**config.mk**
```make
export PLATFORM = sky130hd
export DESIGN_NAME = uart_gap_tx
export DESIGN_NICKNAME = d
export VERILOG_FILES = /design/src/rtl/uagt_pkg.sv /design/src/rtl/uagt_fifo.sv /design/src/rtl/uagt_bit_timer.sv /design/src/rtl/uagt_frame.sv /design/src/rtl/uart_gap_tx.sv
export SDC_FILE = /design/constraint.sdc
export NUM_CORES = 1
export LEC_CHECK = 0
export BUFFER_PORTS_ARGS = -buffer_cell sky130_fd_sc_hd__clkbuf_2
export CORE_UTILIZATION = 66
export CTS_BUF_LIST = sky130_fd_sc_hd__clkbuf_8
export CTS_CLUSTER_DIAMETER = 40
export DETAILED_ROUTE_END_ITERATION = 8
export PLACE_DENSITY = 0.87
export SETUP_SLACK_MARGIN = 0.5
export SYNTH_ARGS = -nofsm -noshare
export SYNTH_HDL_FRONTEND = slang
export SYNTH_SLANG_ARGS = --single-unit
```
**constraint.sdc**
```tcl
create_clock -name clk -period 9.2 [get_ports clk]
set_input_delay 0.92 -clock clk [delete_from_list [all_inputs] [get_ports clk]]
set_output_delay 0.92 -clock clk [all_outputs]
set_load 0.005 [all_outputs]
```
**src/rtl/uagt_pkg.sv**
```systemverilog
package uagt_pkg;

   // Frame sequencer states; ordering is not decoded anywhere else.
   typedef enum logic [2:0] {
      ST_IDLE  = 3'd0,
      ST_START = 3'd1,
      ST_DATA  = 3'd2,
      ST_PAR   = 3'd3,
      ST_STOP  = 3'd4,
      ST_GAP   = 3'd5
   } tx_state_e;

   localparam int unsigned OVERSAMPLE = 16;

   // Parity field helpers: [2:1] nonzero means a parity bit is sent,
   // [2:1] == 10 selects computed parity, otherwise bit [0] is sent as is.
   function automatic logic mode_has_parity(input logic [2:0] m);
      return |m[2:1];
   endfunction

   function automatic logic mode_is_computed(input logic [2:0] m);
      return (m[2:1] == 2'b10);
   endfunction

endpackage

```
**src/rtl/uagt_fifo.sv**
```systemverilog
module uagt_fifo #(
   parameter int unsigned W     = 8,
   parameter int unsigned DEPTH = 4,
   localparam int unsigned CW   = $clog2(DEPTH + 1)
) (
   input  logic          clk,
   input  logic          rst_n,
   input  logic          flush,
   input  logic          push,
   input  logic [W-1:0]  wdata,
   input  logic          pop,
   output logic [W-1:0]  rdata,
   output logic          full,
   output logic          empty,
   output logic [CW-1:0] count
);

   logic push_ok;
   logic pop_ok;
   logic [CW-1:0] count_q;

   assign full    = (count_q == CW'(DEPTH));
   assign empty   = (count_q == '0);
   assign push_ok = push && !full;
   assign pop_ok  = pop && !empty;
   assign count   = count_q;

   generate
      if (DEPTH < 1) begin : g_bad_depth
         $error("uagt_fifo: DEPTH must be at least 1");
      end

      if (DEPTH == 1) begin : g_single
         logic [W-1:0] hold_q;
         always_ff @(posedge clk or negedge rst_n) begin
            if (!rst_n) begin
               hold_q <= '0;
            end else if (push_ok && !flush) begin
               hold_q <= wdata;
            end
         end
         assign rdata = hold_q;
      end else begin : g_ring
         localparam int unsigned AW = $clog2(DEPTH);
         localparam logic [AW-1:0] LAST = AW'(DEPTH - 1);
         logic [W-1:0]  mem_q [DEPTH];
         logic [AW-1:0] wp_q;
         logic [AW-1:0] rp_q;

         always_ff @(posedge clk or negedge rst_n) begin
            if (!rst_n) begin
               wp_q <= '0;
               rp_q <= '0;
            end else if (flush) begin
               wp_q <= '0;
               rp_q <= '0;
            end else begin
               if (push_ok) begin
                  wp_q <= (wp_q == LAST) ? '0 : wp_q + 1'b1;
               end
               if (pop_ok) begin
                  rp_q <= (rp_q == LAST) ? '0 : rp_q + 1'b1;
               end
            end
         end

         always_ff @(posedge clk) begin
            if (push_ok && !flush) begin
               mem_q[wp_q] <= wdata;
            end
         end

         assign rdata = mem_q[rp_q];
      end
   endgenerate

   always_ff @(posedge clk or negedge rst_n) begin
      if (!rst_n) begin
         count_q <= '0;
      end else if (flush) begin
         count_q <= '0;
      end else begin
         case ({push_ok, pop_ok})
            2'b10:   count_q <= count_q + 1'b1;
            2'b01:   count_q <= count_q - 1'b1;
            default: count_q <= count_q;
         endcase
      end
   end

endmodule

```
**src/rtl/uagt_bit_timer.sv**
```systemverilog
module uagt_bit_timer #(
   parameter int unsigned DIV_W = 9,
   parameter int unsigned OVS   = 16,
   localparam int unsigned LOG_OVS = (OVS > 1) ? $clog2(OVS) : 0,
   localparam int unsigned CW      = DIV_W + LOG_OVS
) (
   input  logic             clk,
   input  logic             rst_n,
   input  logic             clear,
   input  logic             run,
   input  logic [DIV_W-1:0] div,
   output logic             bit_end
);

   logic [CW-1:0] limit;
   logic [CW-1:0] cnt_q;

   generate
      if (OVS < 1 || (OVS & (OVS - 1)) != 0) begin : g_bad_ovs
         $error("uagt_bit_timer: OVS must be a power of two");
      end
      if (DIV_W < 1) begin : g_bad_div
         $error("uagt_bit_timer: DIV_W must be at least 1");
      end

      if (OVS == 1) begin : g_plain
         assign limit = div;
      end else begin : g_scaled
         // (div + 1) * OVS - 1 == div * OVS + (OVS - 1)
         assign limit = {div, {LOG_OVS{1'b1}}};
      end
   endgenerate

   assign bit_end = run && (cnt_q == limit);

   always_ff @(posedge clk or negedge rst_n) begin
      if (!rst_n) begin
         cnt_q <= '0;
      end else if (clear || !run || bit_end) begin
         cnt_q <= '0;
      end else begin
         cnt_q <= cnt_q + 1'b1;
      end
   end

endmodule

```
**src/rtl/uagt_frame.sv**
```systemverilog
module uagt_frame
   import uagt_pkg::*;
#(
   parameter int unsigned DATA_W = 8,
   parameter int unsigned GAP_W  = 4
) (
   input  logic              clk,
   input  logic              rst_n,
   input  logic              flush,
   input  logic              enable,
   input  logic [2:0]        mode,
   input  logic [GAP_W-1:0]  gap,
   input  logic              fifo_empty,
   input  logic [DATA_W-1:0] fifo_data,
   input  logic              bit_end,
   output logic              pop,
   output logic              timer_run,
   output logic              busy,
   output logic              line
);

   localparam int unsigned IDX_W = (DATA_W > 1) ? $clog2(DATA_W) : 1;
   localparam logic [IDX_W-1:0] LAST_IDX = IDX_W'(DATA_W - 1);

   generate
      if (DATA_W < 2) begin : g_bad_width
         $error("uagt_frame: DATA_W must be at least 2");
      end
      if (GAP_W < 1) begin : g_bad_gap
         $error("uagt_frame: GAP_W must be at least 1");
      end
   endgenerate

   tx_state_e         state_q, state_d;
   logic [DATA_W-1:0] shreg_q, shreg_d;
   logic [IDX_W-1:0]  idx_q, idx_d;
   logic [GAP_W-1:0]  gcnt_q, gcnt_d;
   logic              par_en_q, par_en_d;
   logic              par_q, par_d;
   logic              can_start;
   logic              load;
   logic              par_calc;

   assign can_start = enable && !fifo_empty;
   assign par_calc  = mode_is_computed(mode) ? ((^fifo_data) ^ mode[0]) : mode[0];

   always_comb begin
      state_d  = state_q;
      shreg_d  = shreg_q;
      idx_d    = idx_q;
      gcnt_d   = gcnt_q;
      par_en_d = par_en_q;
      par_d    = par_q;
      load     = 1'b0;

      unique case (state_q)
         ST_IDLE: begin
            if (can_start) load = 1'b1;
         end
         ST_START: begin
            if (bit_end) begin
               state_d = ST_DATA;
               idx_d   = '0;
            end
         end
         ST_DATA: begin
            if (bit_end) begin
               shreg_d = shreg_q >> 1;
               if (idx_q == LAST_IDX) begin
                  state_d = par_en_q ? ST_PAR : ST_STOP;
               end else begin
                  idx_d = idx_q + 1'b1;
               end
            end
         end
         ST_PAR: begin
            if (bit_end) state_d = ST_STOP;
         end
         ST_STOP: begin
            if (bit_end) begin
               if (gap != '0) begin
                  state_d = ST_GAP;
                  gcnt_d  = gap;
               end else if (can_start) begin
                  load = 1'b1;
               end else begin
                  state_d = ST_IDLE;
               end
            end
         end
         ST_GAP: begin
            if (bit_end) begin
               if (gcnt_q == GAP_W'(1)) begin
                  if (can_start) load = 1'b1;
                  else           state_d = ST_IDLE;
               end else begin
                  gcnt_d = gcnt_q - 1'b1;
               end
            end
         end
         default: state_d = ST_IDLE;
      endcase

      if (load) begin
         state_d  = ST_START;
         shreg_d  = fifo_data;
         par_en_d = mode_has_parity(mode);
         par_d    = par_calc;
      end
   end

   always_ff @(posedge clk or negedge rst_n) begin
      if (!rst_n) begin
         state_q  <= ST_IDLE;
         shreg_q  <= '0;
         idx_q    <= '0;
         gcnt_q   <= '0;
         par_en_q <= 1'b0;
         par_q    <= 1'b0;
      end else if (flush) begin
         state_q  <= ST_IDLE;
         shreg_q  <= '0;
         idx_q    <= '0;
         gcnt_q   <= '0;
         par_en_q <= 1'b0;
         par_q    <= 1'b0;
      end else begin
         state_q  <= state_d;
         shreg_q  <= shreg_d;
         idx_q    <= idx_d;
         gcnt_q   <= gcnt_d;
         par_en_q <= par_en_d;
         par_q    <= par_d;
      end
   end

   assign pop       = load && !flush;
   assign timer_run = (state_q != ST_IDLE);
   assign busy      = (state_q == ST_START) || (state_q == ST_DATA) ||
                      (state_q == ST_PAR)   || (state_q == ST_STOP);

   always_comb begin
      unique case (state_q)
         ST_START: line = 1'b0;
         ST_DATA:  line = shreg_q[0];
         ST_PAR:   line = par_q;
         default:  line = 1'b1;
      endcase
   end

endmodule

```
**src/rtl/uart_gap_tx.sv**
```systemverilog
module uart_gap_tx
   import uagt_pkg::*;
#(
   parameter int unsigned DATA_W     = 8,
   parameter int unsigned FIFO_DEPTH = 4,
   parameter int unsigned DIV_W      = 9,
   parameter int unsigned GAP_W      = 4,
   localparam int unsigned CNT_W     = $clog2(FIFO_DEPTH + 1)
) (
   input  logic              clk,
   input  logic              rst_n,
   input  logic              wr_en,
   input  logic [DATA_W-1:0] wr_data,
   input  logic              flush,
   input  logic              tx_enable,
   input  logic [2:0]        parity_mode,
   input  logic              break_force,
   input  logic [DIV_W-1:0]  baud_div,
   input  logic [GAP_W-1:0]  gap_bits,
   output logic              txd,
   output logic              fifo_full,
   output logic              fifo_empty,
   output logic              tx_done
);

   logic [DATA_W-1:0] head;
   logic [CNT_W-1:0]  count;
   logic              pop;
   logic              timer_run;
   logic              bit_end;
   logic              busy;
   logic              line;

   uagt_fifo #(
      .W     (DATA_W),
      .DEPTH (FIFO_DEPTH)
   ) u_fifo (
      .clk   (clk),
      .rst_n (rst_n),
      .flush (flush),
      .push  (wr_en),
      .wdata (wr_data),
      .pop   (pop),
      .rdata (head),
      .full  (fifo_full),
      .empty (fifo_empty),
      .count (count)
   );

   uagt_bit_timer #(
      .DIV_W (DIV_W),
      .OVS   (OVERSAMPLE)
   ) u_timer (
      .clk     (clk),
      .rst_n   (rst_n),
      .clear   (flush),
      .run     (timer_run),
      .div     (baud_div),
      .bit_end (bit_end)
   );

   uagt_frame #(
      .DATA_W (DATA_W),
      .GAP_W  (GAP_W)
   ) u_frame (
      .clk        (clk),
      .rst_n      (rst_n),
      .flush      (flush),
      .enable     (tx_enable),
      .mode       (parity_mode),
      .gap        (gap_bits),
      .fifo_empty (fifo_empty),
      .fifo_data  (head),
      .bit_end    (bit_end),
      .pop        (pop),
      .timer_run  (timer_run),
      .busy       (busy),
      .line       (line)
   );

   assign txd     = break_force ? 1'b0 : line;
   assign tx_done = fifo_empty && !busy;

endmodule

```
After elaboration in Yosys (flattened, before gate mapping)
Memory sizes are Yosys's and may differ from the RTL's.
Cells that the tools add are included.
Word-level totals
  memory bits (writable): 32
  input port bits: 30
  output and inout bits: 4
  memories kept: 1
  logic and storage cells: 135
  register bits: 40
Cells by class
  reduce and logical (&&, ||, !) cells: 35
  bitwise gates (word level): 1
  add/subtract/negate cells: 7
  mux-type cells: 52
  eq/ne operators: 29
Memories
  u_fifo.g_ring.mem_q: depth 4, width 8, read ports 1, clocked after Yosys merged registers in 0, write ports 1, line uagt_fifo.sv:46  | logic [W-1:0] mem_q [DEPTH];
Operator list (count)
  3-bit 2-to-1 mux: 17
  8-bit 2-to-1 mux: 4
  4-bit 2-to-1 mux: 5
  4-bit by 3-bit inequality test with 1-bit output, second input constant: 5
  3-bit inequality test, second input constant: 6
  3-bit case mux with 6 select lines: 1
  3-bit nonzero test: 6
  13-bit by 1-bit adder with 13-bit output, second input constant: 1
  13-bit equality test: 1
  1-bit 2-to-1 mux: 13
  13-bit 2-to-1 mux: 1
  3-bit equality test, second input constant: 4
  2-bit 2-to-1 mux: 6
  3-bit case mux with 2 select lines: 2
  2-bit equality test, second input constant: 4
  4-bit by 2-bit inequality test with 1-bit output, second input constant: 2
  4-bit case mux with 2 select lines: 1
  8-bit AND reduction: 1
  8-bit parity: 1
  1-bit logical AND: 7
  3-bit by 1-bit adder with 3-bit output, second input constant: 2
  3-bit by 2-bit equality test with 1-bit output, second input constant: 2
  3-bit zero test: 2
  3-bit by 2-bit inequality test with 1-bit output, second input constant: 2
  16 further kinds: 28

Longest topological paths before layout
  depth after elaboration: 12
  depth in mapped cells: 14
  gate-level depth less buffers: 13

By module
A second synthesis with hierarchy kept.
Unflattened totals
  cells, all modules: 342
  area total of the unflattened synthesis: 3872.5 µm²
By module, submodules not included
  uagt_fifo: area an instance 1730.4 µm², instances 1, cells each 106
  uagt_frame: area an instance 1378.8 µm², instances 1, cells each 160
  uagt_bit_timer: area an instance 735.7 µm², instances 1, cells each 74
  uart_gap_tx: area an instance 27.5 µm², instances 1, cells each 2

Least setup slack after synthesis
OpenSTA, ideal clock, no wires.
  path kind: input to register
  from: input port baud_div[6]
  to: register u_fifo.count_q[1] (netlist: u_fifo.count[1])
  slack: 5.763 ns
  library setup time: 0.138 ns
  cell stages on the path: 10
  data required time: 9.062 ns
  arrival time: 3.299 ns
  cell sequence: xnor2_1 nand3_2 or4_4 buf_6 o21ai_2 nand2_2 nor3_1 fa_1 a222oi_1 a211oi_1
Between the ends
  word-level cells in the longest chain between the ends: 9
Ends and longest elaborated chain
  start: declaration: line uart_gap_tx.sv:18  | input logic [DIV_W-1:0] baud_div,
  13-bit equality test (*): line uagt_bit_timer.sv:34  | assign bit_end = run && (cnt_q == limit);
  1-bit logical AND (*): line uagt_bit_timer.sv:34
  1-bit 2-to-1 mux (on tied branches): line uagt_frame.sv:92, uagt_frame.sv:80
  1-bit case mux with 3 select lines (*): line uagt_frame.sv:56  | unique case (state_q)
  1-bit logical AND (*): line uagt_frame.sv:137  | assign pop = load && !flush;
  1-bit logical AND (*): line uagt_fifo.sv:25  | assign pop_ok = pop && !empty;
  2-bit by 1-bit equality test with 1-bit output / 2-bit equality test (equally long branches): line uagt_fifo.sv:83  | case ({push_ok, pop_ok})
  3-bit case mux with 2 select lines: line uagt_fifo.sv:83
  3-bit 2-to-1 mux: line uagt_fifo.sv:80  | end else if (flush) begin
  end signal: assignment: line uagt_fifo.sv:84  | 2'b10: count_q <= count_q + 1'b1;
  end signal: assignment: line uagt_fifo.sv:85  | 2'b01: count_q <= count_q - 1'b1;
  end signal: assignment: line uagt_fifo.sv:86  | default: count_q <= count_q;
  end: declaration: line uagt_fifo.sv:20  | logic [CW-1:0] count_q;
Mark *: on every way between the ends. The rest lies on a longest branch, timed or not.
A chain may end at the register's enable or synchronous reset.

Worst setup path after layout
Ends and elaborated chain as after synthesis.

==> metrics.txt <==
# TYPE chip_impl_metric gauge
chip_impl_info{name="outcome",value="complete, no violations"} 1
chip_impl_metric{name="detail_route.wirelength",unit="microns"} 7090
chip_impl_metric{name="final_cycle_utilization_of_the_critical_path",unit=""} 0.3748
chip_impl_metric{name="syn2layout_area_growth",unit="%"} 10.50
chip_impl_metric{name="timing_hold_violations_final",unit=""} 0
chip_impl_info{name="worst_setup_path_end_kind",value="flop"} 1
chip_impl_metric{name="h_tree_levels",unit=""} 3
chip_impl_metric{name="pwr-share-clk",unit=""} 0.283
chip_impl_metric{name="fillers",unit=""} 372
chip_impl_info{name="synth_top_flop_cell",value="dfrtp_1"} 1
chip_impl_info{name="cts_tree",value="done"} 1
chip_impl_metric{name="layout_min_cycle_time",unit="ns"} 3.449
chip_impl_metric{name="area_of_all_sequential_standard_cells",unit="sq um"} 1962
chip_impl_metric{name="synth_seq_area_share",unit=""} 0.5244
chip_impl_metric{name="detail_route.iter0.violations",unit=""} 190
chip_impl_metric{name="vias",unit=""} 2627
chip_impl_metric{name="dr_drc_count",unit=""} 0
chip_impl_info{name="layout_commonest_cell",value="dfrtp_1"} 1
chip_impl_metric{name="power_density",unit="nW/um^2"} 223.3
chip_impl_metric{name="grt_antenna_before_repair",unit=""} 0
chip_impl_metric{name="grt_start_max_net_pins",unit=""} 41
chip_impl_metric{name="core_region_area",unit="sq um"} 5473
chip_impl_metric{name="die_h",unit="microns"} 77.29
chip_impl_metric{name="cts.reportedPaths.clkPinSlew",unit="ns"} 0.08
chip_impl_metric{name="switching_power",unit="mW"} 0.3071
chip_impl_metric{name="multi_input_area",unit="sq um"} 1664
chip_impl_metric{name="setup-tns-final",unit="ns"} 0
chip_impl_metric{name="clock_skew",unit="ns"} 0.01062
chip_impl_metric{name="row_count",unit=""} 27
chip_impl_metric{name="power_frac_seq",unit=""} 0.445
chip_impl_metric{name="grt_util_all_layers",unit=""} 0.2631
chip_impl_metric{name="syn_area",unit="sq um"} 3741
chip_impl_metric{name="internal_power",unit="mW"} 0.6161
chip_impl_metric{name="drive_gt1_frac",unit=""} 0.1899
chip_impl_metric{name="synth-edff-count",unit=""} 32
chip_impl_metric{name="max_slew.worst_pin.slew",unit="ns"} 0.9871
chip_impl_metric{name="synth_fp_nets",unit=""} 364
chip_impl_metric{name="max-slew-margin-rel",unit=""} 0.3420
chip_impl_metric{name="cts_resized",unit=""} 0
chip_impl_info{name="criticalPathCategory",value="in2reg"} 1
chip_impl_metric{name="arrival",unit="ns"} 3.65
chip_impl_info{name="min_path_type",value="reg2reg"} 1
chip_impl_metric{name="initial_utilization",unit=""} 0.6836
chip_impl_metric{name="first_global_vias",unit=""} 2552
chip_impl_metric{name="fp.dieArea",unit="sq um"} 5974
chip_impl_metric{name="vdd.ir_drop.worst",unit="uV"} 154.9
chip_impl_metric{name="clkSinkCount",unit=""} 72
chip_impl_metric{name="number_of_stages_on_the_worst_hold_path",unit=""} 1
chip_impl_metric{name="average_detailed_routed_wire_length_per_instance",unit="microns"} 16.49
chip_impl_metric{name="synth_async_sr_flop_share",unit=""} 0.5556
chip_impl_metric{name="gr-total-overflow",unit=""} 0
chip_impl_metric{name="place_hpwl",unit="microns"} 4855
chip_impl_metric{name="max_cap_violations",unit=""} 0
chip_impl_metric{name="r2r_setup_slack",unit="ns"} 5.79
chip_impl_metric{name="rr_worst_depth",unit=""} 9
chip_impl_metric{name="cts_post_setup_buffers_inserted",unit=""} 0
chip_impl_metric{name="power",unit="mW"} 0.9232
chip_impl_metric{name="post_cts_hold_buffer_count",unit=""} 0
chip_impl_metric{name="ys_warn_count",unit=""} 0
chip_impl_metric{name="worst_skew_pair.late_latency",unit="ns"} 0.35
chip_impl_metric{name="vias_per_cell",unit=""} 6.109
chip_impl_info{name="clockRootBuffer",value="clkbuf_8"} 1
chip_impl_metric{name="synth_cell_types",unit=""} 56
chip_impl_metric{name="cts_made_buffers",unit=""} 9
chip_impl_metric{name="first_pass_grt_wire_length",unit="microns"} 11850
chip_impl_metric{name="io_pins",unit=""} 34
chip_impl_metric{name="cellLeakagePower",unit="nW"} 1.573
chip_impl_metric{name="crit_path_max_fanout",unit=""} 9
chip_impl_metric{name="post_synth.cell_area_avg",unit="sq um"} 11.58
chip_impl_metric{name="slew_viol_final",unit=""} 0
chip_impl_info{name="start_kind",value="input pin"} 1
chip_impl_info{name="unrepaired_setup_endpoints_after_global_routing",value="no"} 1
chip_impl_metric{name="setup_viol_count_final",unit=""} 0
chip_impl_metric{name="final_antenna_net_count",unit=""} 0
chip_impl_metric{name="number_of_buffers_added_on_ports",unit=""} 33
chip_impl_metric{name="post_synth_inst_count",unit=""} 323
chip_impl_metric{name="synth_seq_cells",unit=""} 72
chip_impl_metric{name="diodes",unit=""} 0
chip_impl_metric{name="switching_share",unit=""} 0.3326
chip_impl_metric{name="clock.fmax",unit="GHz"} 0.2900
chip_impl_metric{name="chipWidth",unit="microns"} 77.29
chip_impl_metric{name="worst-endpoint-required",unit="ns"} 9.40
chip_impl_metric{name="count_of_tritonroute_iterations_in_the_first_routing_pass",unit=""} 5
chip_impl_info{name="top_library_cells_by_usage_in_the_layout_fill_and_taps_aside",value="dfrtp_1 (40), clkbuf_2 (33), edfxtp_1 (32), nor2_1 (24), xnor2_1 (22)"} 1
chip_impl_metric{name="finalNetCount",unit=""} 394
chip_impl_metric{name="final_wtd_congestion",unit=""} 0.8400
chip_impl_metric{name="clock_tree.buffer_depth",unit=""} 2
chip_impl_metric{name="share_comb_of_total_power",unit=""} 0.272
-- synthesized netlist by cell type, drive strengths merged (7+ instances only) --
| cell | instances | area share |
|---|---|---|
| a211oi | 10 | 0.020 |
| a21oi | 18 | 0.024 |
| and3 | 9 | 0.015 |
| clkbuf | 9 | 0.0094 |
| dfrtp | 40 | 0.27 |
| edfxtp | 32 | 0.26 |
| ha | 10 | 0.033 |
| inv | 11 | 0.011 |
| mux2i | 7 | 0.019 |
| mux4 | 8 | 0.048 |
| nand2 | 19 | 0.020 |
| nand3 | 16 | 0.023 |
| nor2 | 24 | 0.024 |
| nor3 | 15 | 0.020 |
| o21ai | 11 | 0.016 |
| xnor2 | 24 | 0.060 |
-- routing by layer --
metal | global-route usage | part of all wire | routed length (microns) | up-vias
li1 | - | - | - | 1257
met1 | 0.3456 | 0.43 | 3032 | 1290
met2 | 0.4327 | 0.51 | 3612 | 70
met3 | 0.04524 | 0.043 | 308 | 10
met4 | 0.1113 | 0.019 | 136 | 0
met5 | 0 | 0 | 0 | -
-- worst max-delay path, stage by stage --
cell	delay, ns
clkbuf_2	0.09
xnor2_1	0.18
nand3_2	0.13
or4_4	0.62
o21ai_2	0.38
nand2_2	0.21
nor3_1	0.27
fa_1	0.48
a222oi_1	0.27
a211oi_1	0.10
-- power groups by stage --
| stage | clock [mW] | combinational [mW] | sequential, mW |
|---|---|---|---|
| floorplan | 0 | 0.207 | 0.396 |
| global placement | 0 | 0.239 | 0.416 |
| detailed placement | 0 | 0.247 | 0.417 |
| CTS | 0.263 | 0.251 | 0.411 |
| global route | 0.275 | 0.278 | 0.418 |
| finish | 0.261 | 0.251 | 0.411 |
-- area by class of cell --
cell class              instances  share of cell area
clock buffers                   9             0.02996
well taps                      72             0.02179
clock inverters                 7             0.02028
flip-flops and latches         72              0.4746
multi-input cells             225              0.4025
repair buffers                 33             0.03995
inverters                      12             0.01090
-- cells by family after synthesis --
| group | share of synthesized area |
|---|---|
| AND/OR/NAND/NOR | 0.1472 |
| multiplexers | 0.07291 |
| buffers and inverters | 0.03076 |
| AO/OA/AOI/OAI | 0.1117 |
| flip-flops | 0.5244 |
| adder cells (fa/ha/maj) | 0.03880 |
| XOR/XNOR | 0.07425 |
-- final timing paths --
path,to,start
setup reg to reg,u_fifo.count[1],u_frame.state_q[0]
hold reg to reg,u_timer.cnt_q[0],u_timer.cnt_q[0]
hold / removal,u_timer.cnt_q[0],u_timer.cnt_q[0]
setup / recovery,u_fifo.count[1],baud_div[6]
min in group asynchronous,u_timer.cnt_q[12],rst_n
max in group asynchronous,u_timer.cnt_q[3],rst_n
-- registers in the layout, summed over array words and instances, names as in the netlist --
signal	cells
u_fifo.g_ring.wp_q	2
u_fifo.count	3
u_frame.par_en_q	1
u_fifo.g_ring.mem_q	32
u_frame.state_q	3
u_frame.gcnt_q	4
u_timer.cnt_q	13
u_frame.shreg_q	8
u_fifo.g_ring.rp_q	2
u_frame.idx_q	3
u_frame.par_q	1
-- through the flow --
| stage | hold WS, ns | util | setup slack (ns) | cell area [sq um] | instances |
|---|---|---|---|---|---|
| global route | 0.4693 | 0.7554 | 5.547 | 4134 | 430 |
| detailed placement | 0.4494 | 0.7174 | 5.410 | 3926 | 414 |
| finish | 0.4517 | 0.7554 | 5.751 | 4134 | 430 |
| global placement | 0.4376 | 0.7174 | 5.525 | 3926 | 414 |
| CTS | 0.4568 | 0.7554 | 5.744 | 4134 | 430 |
| floorplan | 0.4251 | - | 5.763 | 3741 | 323 |
Power figures use the tool's default switching activity.
